--- config.mk ---
export PLATFORM = sky130hd
export DESIGN_NAME = seqaddr_codec
export DESIGN_NICKNAME = d
export VERILOG_FILES = /design/src/rtl/seqaddr_pkg.sv /design/src/rtl/seqaddr_next.sv /design/src/rtl/seqaddr_enc.sv /design/src/rtl/seqaddr_dec.sv /design/src/rtl/seqaddr_codec.sv
export SDC_FILE = /design/constraint.sdc
export NUM_CORES = 1
export LEC_CHECK = 0
export ABC_AREA = 1
export CAP_MARGIN = 20
export CORE_UTILIZATION = 46
export CTS_BUF_LIST = sky130_fd_sc_hd__clkbuf_4
export DETAILED_ROUTE_END_ITERATION = 12
export GPL_TIMING_DRIVEN = 1
export PLACE_DENSITY = 0.7
export SLEW_MARGIN = 20
export SYNTH_ARGS = -nofsm -noshare
export SYNTH_HDL_FRONTEND = slang
export SYNTH_SLANG_ARGS = --single-unit
--- constraint.sdc ---
create_clock -name clk -period 4.7 [get_ports clk]
set_clock_uncertainty 0.15 [all_clocks]
set_input_delay 0.705 -clock clk [delete_from_list [all_inputs] [get_ports clk]]
set_output_delay 0.705 -clock clk [all_outputs]
set_load 0.01 [all_outputs]
--- src/rtl/seqaddr_pkg.sv ---
package seqaddr_pkg;

   localparam int unsigned BYTE_W = 8;

   function automatic bit is_pow2(input int unsigned v);
      return (v != 0) && ((v & (v - 1)) == 0);
   endfunction

endpackage

--- src/rtl/seqaddr_next.sv ---
// Reference-plus-stride adder shared by both ends of the link.
module seqaddr_next #(
   parameter int unsigned ADDR_W = 32,
   parameter int unsigned STRIDE = 4
) (
   input  logic [ADDR_W-1:0] cur,
   output logic [ADDR_W-1:0] nxt
);
   import seqaddr_pkg::*;

   localparam int unsigned          LOW_W    = $clog2(STRIDE);
   localparam logic [ADDR_W-1:0]    STRIDE_V = ADDR_W'(STRIDE);

   generate
      if (is_pow2(STRIDE) && (LOW_W > 0)) begin : g_shift_inc
         localparam int unsigned     UP_W   = ADDR_W - LOW_W;
         localparam logic [UP_W-1:0] ONE_UP = UP_W'(1);
         // byte-offset field passes straight through; only word index counts
         assign nxt = {cur[ADDR_W-1:LOW_W] + ONE_UP, cur[LOW_W-1:0]};
      end else begin : g_full_add
         assign nxt = cur + STRIDE_V;
      end
   endgenerate

   // whichever adder variant is built, it steps by exactly one stride, modulo 2^ADDR_W
   always_comb begin
      a_r5_stride_step : assert (ADDR_W'(nxt - cur) == STRIDE_V);
   end

endmodule

--- src/rtl/seqaddr_enc.sv ---
module seqaddr_enc #(
   parameter int unsigned ADDR_W = 32,
   parameter int unsigned STRIDE = 4
) (
   input  logic              clk,
   input  logic              rst_n,
   input  logic              in_valid,
   input  logic [ADDR_W-1:0] in_addr,
   output logic              bus_valid,
   output logic              bus_inc,
   output logic [ADDR_W-1:0] bus_addr
);

   logic [ADDR_W-1:0] ref_q;
   logic [ADDR_W-1:0] ref_step;
   logic              follows;

   seqaddr_next #(.ADDR_W(ADDR_W), .STRIDE(STRIDE)) u_step (
      .cur (ref_q),
      .nxt (ref_step)
   );

   assign follows = (in_addr == ref_step);

   always_ff @(posedge clk or negedge rst_n) begin
      if (!rst_n) begin
         ref_q     <= '0;
         bus_valid <= 1'b0;
         bus_inc   <= 1'b0;
         bus_addr  <= '0;
      end else begin
         bus_valid <= in_valid;
         if (in_valid) begin
            ref_q   <= in_addr;
            bus_inc <= follows;
            if (!follows) begin
               bus_addr <= in_addr;
            end
         end
      end
   end

   // a sequential transfer leaves the address lines frozen
   a_r2_lines_frozen : assert property (@(posedge clk) disable iff (!rst_n)
      (bus_valid && bus_inc) |-> $stable(bus_addr));

   // a non-sequential transfer carries the source address verbatim
   a_r3_direct_send : assert property (@(posedge clk) disable iff (!rst_n)
      (bus_valid && !bus_inc) |-> (bus_addr == $past(in_addr)));

   // an idle input cycle disturbs no bus wire
   a_r6_idle_hold : assert property (@(posedge clk) disable iff (!rst_n)
      !in_valid |=> (!bus_valid && $stable(bus_addr) && $stable(bus_inc)));

endmodule

--- src/rtl/seqaddr_dec.sv ---
module seqaddr_dec #(
   parameter int unsigned ADDR_W  = 32,
   parameter int unsigned STRIDE  = 4,
   parameter bit          OUT_REG = 1'b0
) (
   input  logic              clk,
   input  logic              rst_n,
   input  logic              bus_valid,
   input  logic              bus_inc,
   input  logic [ADDR_W-1:0] bus_addr,
   output logic              out_valid,
   output logic [ADDR_W-1:0] out_addr
);

   logic [ADDR_W-1:0] ref_q;
   logic [ADDR_W-1:0] ref_step;
   logic [ADDR_W-1:0] rebuilt;

   seqaddr_next #(.ADDR_W(ADDR_W), .STRIDE(STRIDE)) u_step (
      .cur (ref_q),
      .nxt (ref_step)
   );

   assign rebuilt = bus_inc ? ref_step : bus_addr;

   always_ff @(posedge clk or negedge rst_n) begin
      if (!rst_n) begin
         ref_q <= '0;
      end else if (bus_valid) begin
         ref_q <= rebuilt;
      end
   end

   generate
      if (OUT_REG) begin : g_reg_out
         logic              v_q;
         logic [ADDR_W-1:0] a_q;
         always_ff @(posedge clk or negedge rst_n) begin
            if (!rst_n) begin
               v_q <= 1'b0;
               a_q <= '0;
            end else begin
               v_q <= bus_valid;
               if (bus_valid) begin
                  a_q <= rebuilt;
               end
            end
         end
         assign out_valid = v_q;
         assign out_addr  = a_q;
      end else begin : g_comb_out
         assign out_valid = bus_valid;
         assign out_addr  = rebuilt;
      end
   endgenerate

   // the receiver reference moves only on a valid bus transfer
   a_r6_ref_idle : assert property (@(posedge clk) disable iff (!rst_n)
      !bus_valid |=> $stable(ref_q));

endmodule

--- src/rtl/seqaddr_codec.sv ---
module seqaddr_codec #(
   parameter int unsigned ADDR_W    = 32,
   parameter int unsigned WORD_BITS = 32,
   parameter bit          OUT_REG   = 1'b0
) (
   input  logic              clk,
   input  logic              rst_n,
   input  logic              in_valid,
   input  logic [ADDR_W-1:0] in_addr,
   output logic              bus_valid,
   output logic              bus_inc,
   output logic [ADDR_W-1:0] bus_addr,
   output logic              out_valid,
   output logic [ADDR_W-1:0] out_addr
);
   import seqaddr_pkg::*;

   localparam int unsigned STRIDE = WORD_BITS / BYTE_W;

   generate
      if ((WORD_BITS % BYTE_W) != 0 || WORD_BITS < BYTE_W) begin : g_bad_word
         $error("seqaddr_codec: WORD_BITS must be a positive multiple of 8");
      end
      if (ADDR_W <= $clog2(STRIDE) || ADDR_W < 2) begin : g_bad_addr
         $error("seqaddr_codec: ADDR_W too narrow for the word stride");
      end
   endgenerate

   seqaddr_enc #(.ADDR_W(ADDR_W), .STRIDE(STRIDE)) u_enc (
      .clk       (clk),
      .rst_n     (rst_n),
      .in_valid  (in_valid),
      .in_addr   (in_addr),
      .bus_valid (bus_valid),
      .bus_inc   (bus_inc),
      .bus_addr  (bus_addr)
   );

   seqaddr_dec #(.ADDR_W(ADDR_W), .STRIDE(STRIDE), .OUT_REG(OUT_REG)) u_dec (
      .clk       (clk),
      .rst_n     (rst_n),
      .bus_valid (bus_valid),
      .bus_inc   (bus_inc),
      .bus_addr  (bus_addr),
      .out_valid (out_valid),
      .out_addr  (out_addr)
   );

   generate
      if (OUT_REG) begin : g_chk_lat2
         // the output qualifier trails the input qualifier by two cycles
         a_r1_valid_latency : assert property (@(posedge clk) disable iff (!rst_n)
            out_valid == $past(in_valid, 2));
         // the address is rebuilt at the destination
         a_r4_roundtrip : assert property (@(posedge clk) disable iff (!rst_n)
            out_valid |-> (out_addr == $past(in_addr, 2)));
      end else begin : g_chk_lat1
         // the output qualifier trails the input qualifier by one cycle
         a_r1_valid_latency : assert property (@(posedge clk) disable iff (!rst_n)
            out_valid == $past(in_valid));
         // the address is rebuilt at the destination
         a_r4_roundtrip : assert property (@(posedge clk) disable iff (!rst_n)
            out_valid |-> (out_addr == $past(in_addr)));
      end
   endgenerate

endmodule

==> metrics list <==
- The via count of the first global-routing pass is approximately 5600.
* Post-synth top flop: dfrtp_1
- For this block, the initial DRC count from the detailed router was between 400 and 500.
- Remaining number of nets flagged by the antenna check after routing: 0
- During synthesis, Yosys emitted a total of 0 warnings.
- After synthesis, the cell types taking the most area are dfrtp_1 (39%), nand2_1 (23%), nand3_1 (6.4%), inv_1 (6.0%), o21ai_0 (5.0%).
* Clock slew at reported path FFs: ~0.17 ns
- In this run the core area contains 42 standard-cell rows.
- Router iterations before antenna repair: 5
- For this run, the register share of the synthesized area comes to 0.393.
- The share of synthesized area in the top cell type comes to 0.393.
- Crit path arrival time: approximately 3.1 ns
- Number of synthesized flops with an enable pin: 0
- Clock tree synthesis inserted a total of 9 buffers.
- Entering global routing, the biggest net connects 70 pins.
* Count of instances resized after the clock tree is built: 0
- The startpoint identified for the worst register-to-register timing path is u_enc.ref_q[3]$_DFFE_PN0P_.
- 102 I/O pins were placed.
- The cell sitting at the root of the clock tree is a clkbuf_4.
* Setup repair after global routing missed its margin: false
* Clk_lat worst skew: 0.48 ns
- Global routing usage summed across all routing layers: 0.246
- For flop-to-flop paths, the worst setup slack is 1.79 ns.
* Maximum fanout along the worst path: 5
- Number of antenna violations at the first check in global routing: 0
* Setup Fix Bufs, Post-CTS: 0
- The die covers around 14000 um^2.
* Fraction of registers with async set/reset: 1.00
- Max-cap violations in this run came to 0.
- Worst Path Required: ~3.9 ns
- The worst pin sits at a relative slew slack of 0.411.
- In this run the critical register-to-register path is captured at u_enc.bus_addr[31]$_DFFE_PN0P_.
* DRC violation count after routing: 0
- The number of different library cells used by synthesis comes to 35.
- The largest single stage delay on the critical path is roughly 0.48 ns.
- Master of the slowest instance on the critical path: clkdlybuf4s50_1
* Detailed Place HPWL: 12600 um
- In this run the power density over the cells is 271 nW/um^2.
- Die height: around 120 um
- Initial core utilization: 0.471
- Vias after detailed routing: roughly 6100
- Total Routed Length: around 16000 um
- Layout-stage area growth over the synthesis result: 20.2%
- Count of endpoints failing hold in the final timing report: 0
- Cells on worst reg2reg path: 14
* Max Fclk: approximately 250 MHz
- Worst slack after detailed placement: about 1.3 ns
- Register bit total from synthesis: between 90 and 100
- The routed design could run at a clock period as short as between 3 and 4 ns.
- In this run the static leakage power is about 3.6 nW.
* Most common cell in the netlist: nand2_1
* Leading cell types by count after synthesis: nand2_1 (383), inv_1 (99), dfrtp_1 (98), nand3_1 (80), nor2_1 (77)
- After synthesis, the mean cell area works out to 6.60 um^2.
- Setup ws final: around 0.73 ns
- CTS sink count: 98
- Final Hold Slack: around 0.16 ns
* Slew of the pin with the lowest slew margin: between 0.8 and 0.9 ns
- Nets@finish: approximately 1100
- The critical path is of the flip-flop to output port type.
- Buffering stage count on the worst path with inverters included: 2
* Mapped Nets: around 980
- Summed over all failing endpoints, the final setup total negative slack is 0 ns.
* Pins over their slew limit: 0
* Final weighted congestion in routability-driven placement: 0.940
- Setup violations, final: 0
- The run finished with clean final reports.
* Post-Synthesis Cells: approximately 940
- The signal on the critical path passes through ha_1 -> nand2_1 -> nor2_1 -> nand2_1 -> nor2_1 -> nand2_1 -> nor2_1 -> nand2_1 -> nor2_1 -> nand2_1 -> xnor2_1 -> o21ai_0 -> inv_1 -> clkdlybuf4s50_1.
* Routed vias/inst: around 5
- The repair_antennas step left the layout with diodes totalling 0.
- Cell occurring most often along the worst timing path: nand2_1
- The core region is about 13000 um^2.
- TritonCTS built the clock tree.
- CTS H-Tree Depth: 3
* Largest buffer count on any clock path: 2
- Count of filler cells inserted in the layout: 1311
* Share of the clock period used by the worst path after layout: 0.845
- Measured along the x axis, the die boundary spans ~120 um.
- The tightest min-delay check is of the input pin to async pin type.
- Global routing finished with a remaining overflow of 0.
- In the final routed layout, each cell accounts on average for 13.6 um.
- Synthesized cell area: around 6200 um^2
- First-pass GRT wire length: around 27000 um
- Port buffering added between 100 and 150 buffers.
- CP top delay family: simple AND/OR/NAND/NOR gates
- Worst IR Drop VDD: between 0.0002 and 0.00025 V
- The worst setup path is captured at an output port.
- Of all cell types, the one taking the most synthesized area is dfrtp_1.
- The number of hold buffers added after CTS was 0.
- Type of element launching the critical path: flip-flop
* Fraction of layout instances using a drive strength above 1: 0.0472
[cell families (layout without fill, tap and decap cells)]
family | Yosys count | count (layout) | synth area share
xor+xnor | 30 | 30 | 0.0422
buf+inv | 132 | 226 | 0.0843
compound gates | 82 | 82 | 0.0705
simple gates | 600 | 600 | 0.406
fa+ha+maj | 2 | 2 | 0.00401
flops | 98 | 98 | 0.393
[cell type report]
| type | instances | area (um^2) | area share |
|---|---|---|---|
| multi-input combinational | 714 | 3260 | 0.435 |
| sequential | 98 | 2450 | 0.327 |
| tap | 176 | 220 | 0.0294 |
| timing repair buffer | 107 | 1050 | 0.140 |
| inverter | 103 | 387 | 0.0516 |
| clock buffer | 9 | 67.6 | 0.00902 |
| clock inverter | 7 | 58.8 | 0.00785 |
[power by group]
part           switching [mW]  internal, mW  leakage [nW]  total [mW]
clock network           0.323         0.118        0.0704       0.440
logic                   0.317         0.253          2.31       0.570
registers              0.0900         0.931          1.20        1.02
total                   0.730          1.30          3.59        2.03
[placed cells by master (no fill, tap or decap), drive strengths merged]
master / Yosys / layout
a21o: 1 / 1
a21oi: 1 / 1
a31oi: 11 / 11
and2: 3 / 3
buf: 13 / 8
clkbuf: 16 / 9
clkdlybuf4s50: 0 / 99
clkinv: 1 / 5
dfrtp: 98 / 98
ha: 2 / 2
inv: 102 / 105
nand2: 387 / 387
nand3: 83 / 83
nand3b: 1 / 1
nand4: 10 / 10
nor2: 85 / 85
nor3: 15 / 15
nor4: 8 / 8
o21a: 1 / 1
o21ai: 64 / 64
o21bai: 3 / 3
o31ai: 1 / 1
or2: 8 / 8
xnor2: 9 / 9
xor2: 21 / 21
[per-layer routing]
metal | routed length [um] | share of wire | global-route usage
met1 | 8020 | 0.49 | 0.340
met2 | 7520 | 0.46 | 0.395
met3 | 604 | 0.037 | 0.0434
met4 | 347 | 0.021 | 0.0696
met5 | 0 | 0 | 0
[registers in the layout (all words and copies together) (netlist names)]
| name | count |
|---|---|
| u_enc.ref_q | 32 |
| u_enc.bus_inc | 1 |
| u_enc.bus_addr | 32 |
| u_enc.bus_valid | 1 |
| u_dec.ref_q | 32 |
[worst register-to-register path, stage by stage (launching register included)]
cell	delay (ns)
dfrtp_1	0.44
ha_1	0.26
nand3_1	0.17
nor2_2	0.19
nand2_1	0.20
inv_1	0.13
nand3_1	0.11
a21o_1	0.19
nand3_1	0.06
nor2_1	0.06
nand3_2	0.05
buf_4	0.32
nand2_4	0.29
nand2_1	0.17
nand2_1	0.06
[through the flow]
| step | instances | utilization | cell area (um^2) | power (mW) |
|---|---|---|---|---|
| final | 1214 | 0.566 | 7490 | 2.03 |
| after global routing | 1214 | 0.566 | 7490 | 2.16 |
| after CTS | 1214 | 0.566 | 7490 | 2.06 |
| after detailed placement | 1198 | 0.556 | 7360 | 1.61 |
| after global placement | 1198 | 0.556 | 7360 | 1.60 |
| after floorplan | 944 | - | 6230 | 1.34 |
[how the worst max path moves through the flow]
stage / slack (ns) / endpoint / cells past startpoint / start
floorplan: 2.01 / out_addr[24] / 13 / u_dec.ref_q[2]$_DFFE_PN0P_
global placement: 1.30 / out_addr[24] / 14 / u_dec.ref_q[2]$_DFFE_PN0P_
detailed placement: 1.27 / out_addr[24] / 14 / u_dec.ref_q[2]$_DFFE_PN0P_
CTS: 0.69 / out_addr[24] / 14 / u_dec.ref_q[2]$_DFFE_PN0P_
global route: 0.41 / out_addr[24] / 14 / u_dec.ref_q[2]$_DFFE_PN0P_
finish: 0.73 / out_addr[24] / 14 / u_dec.ref_q[2]$_DFFE_PN0P_
(Power assumes the default switching activity.)
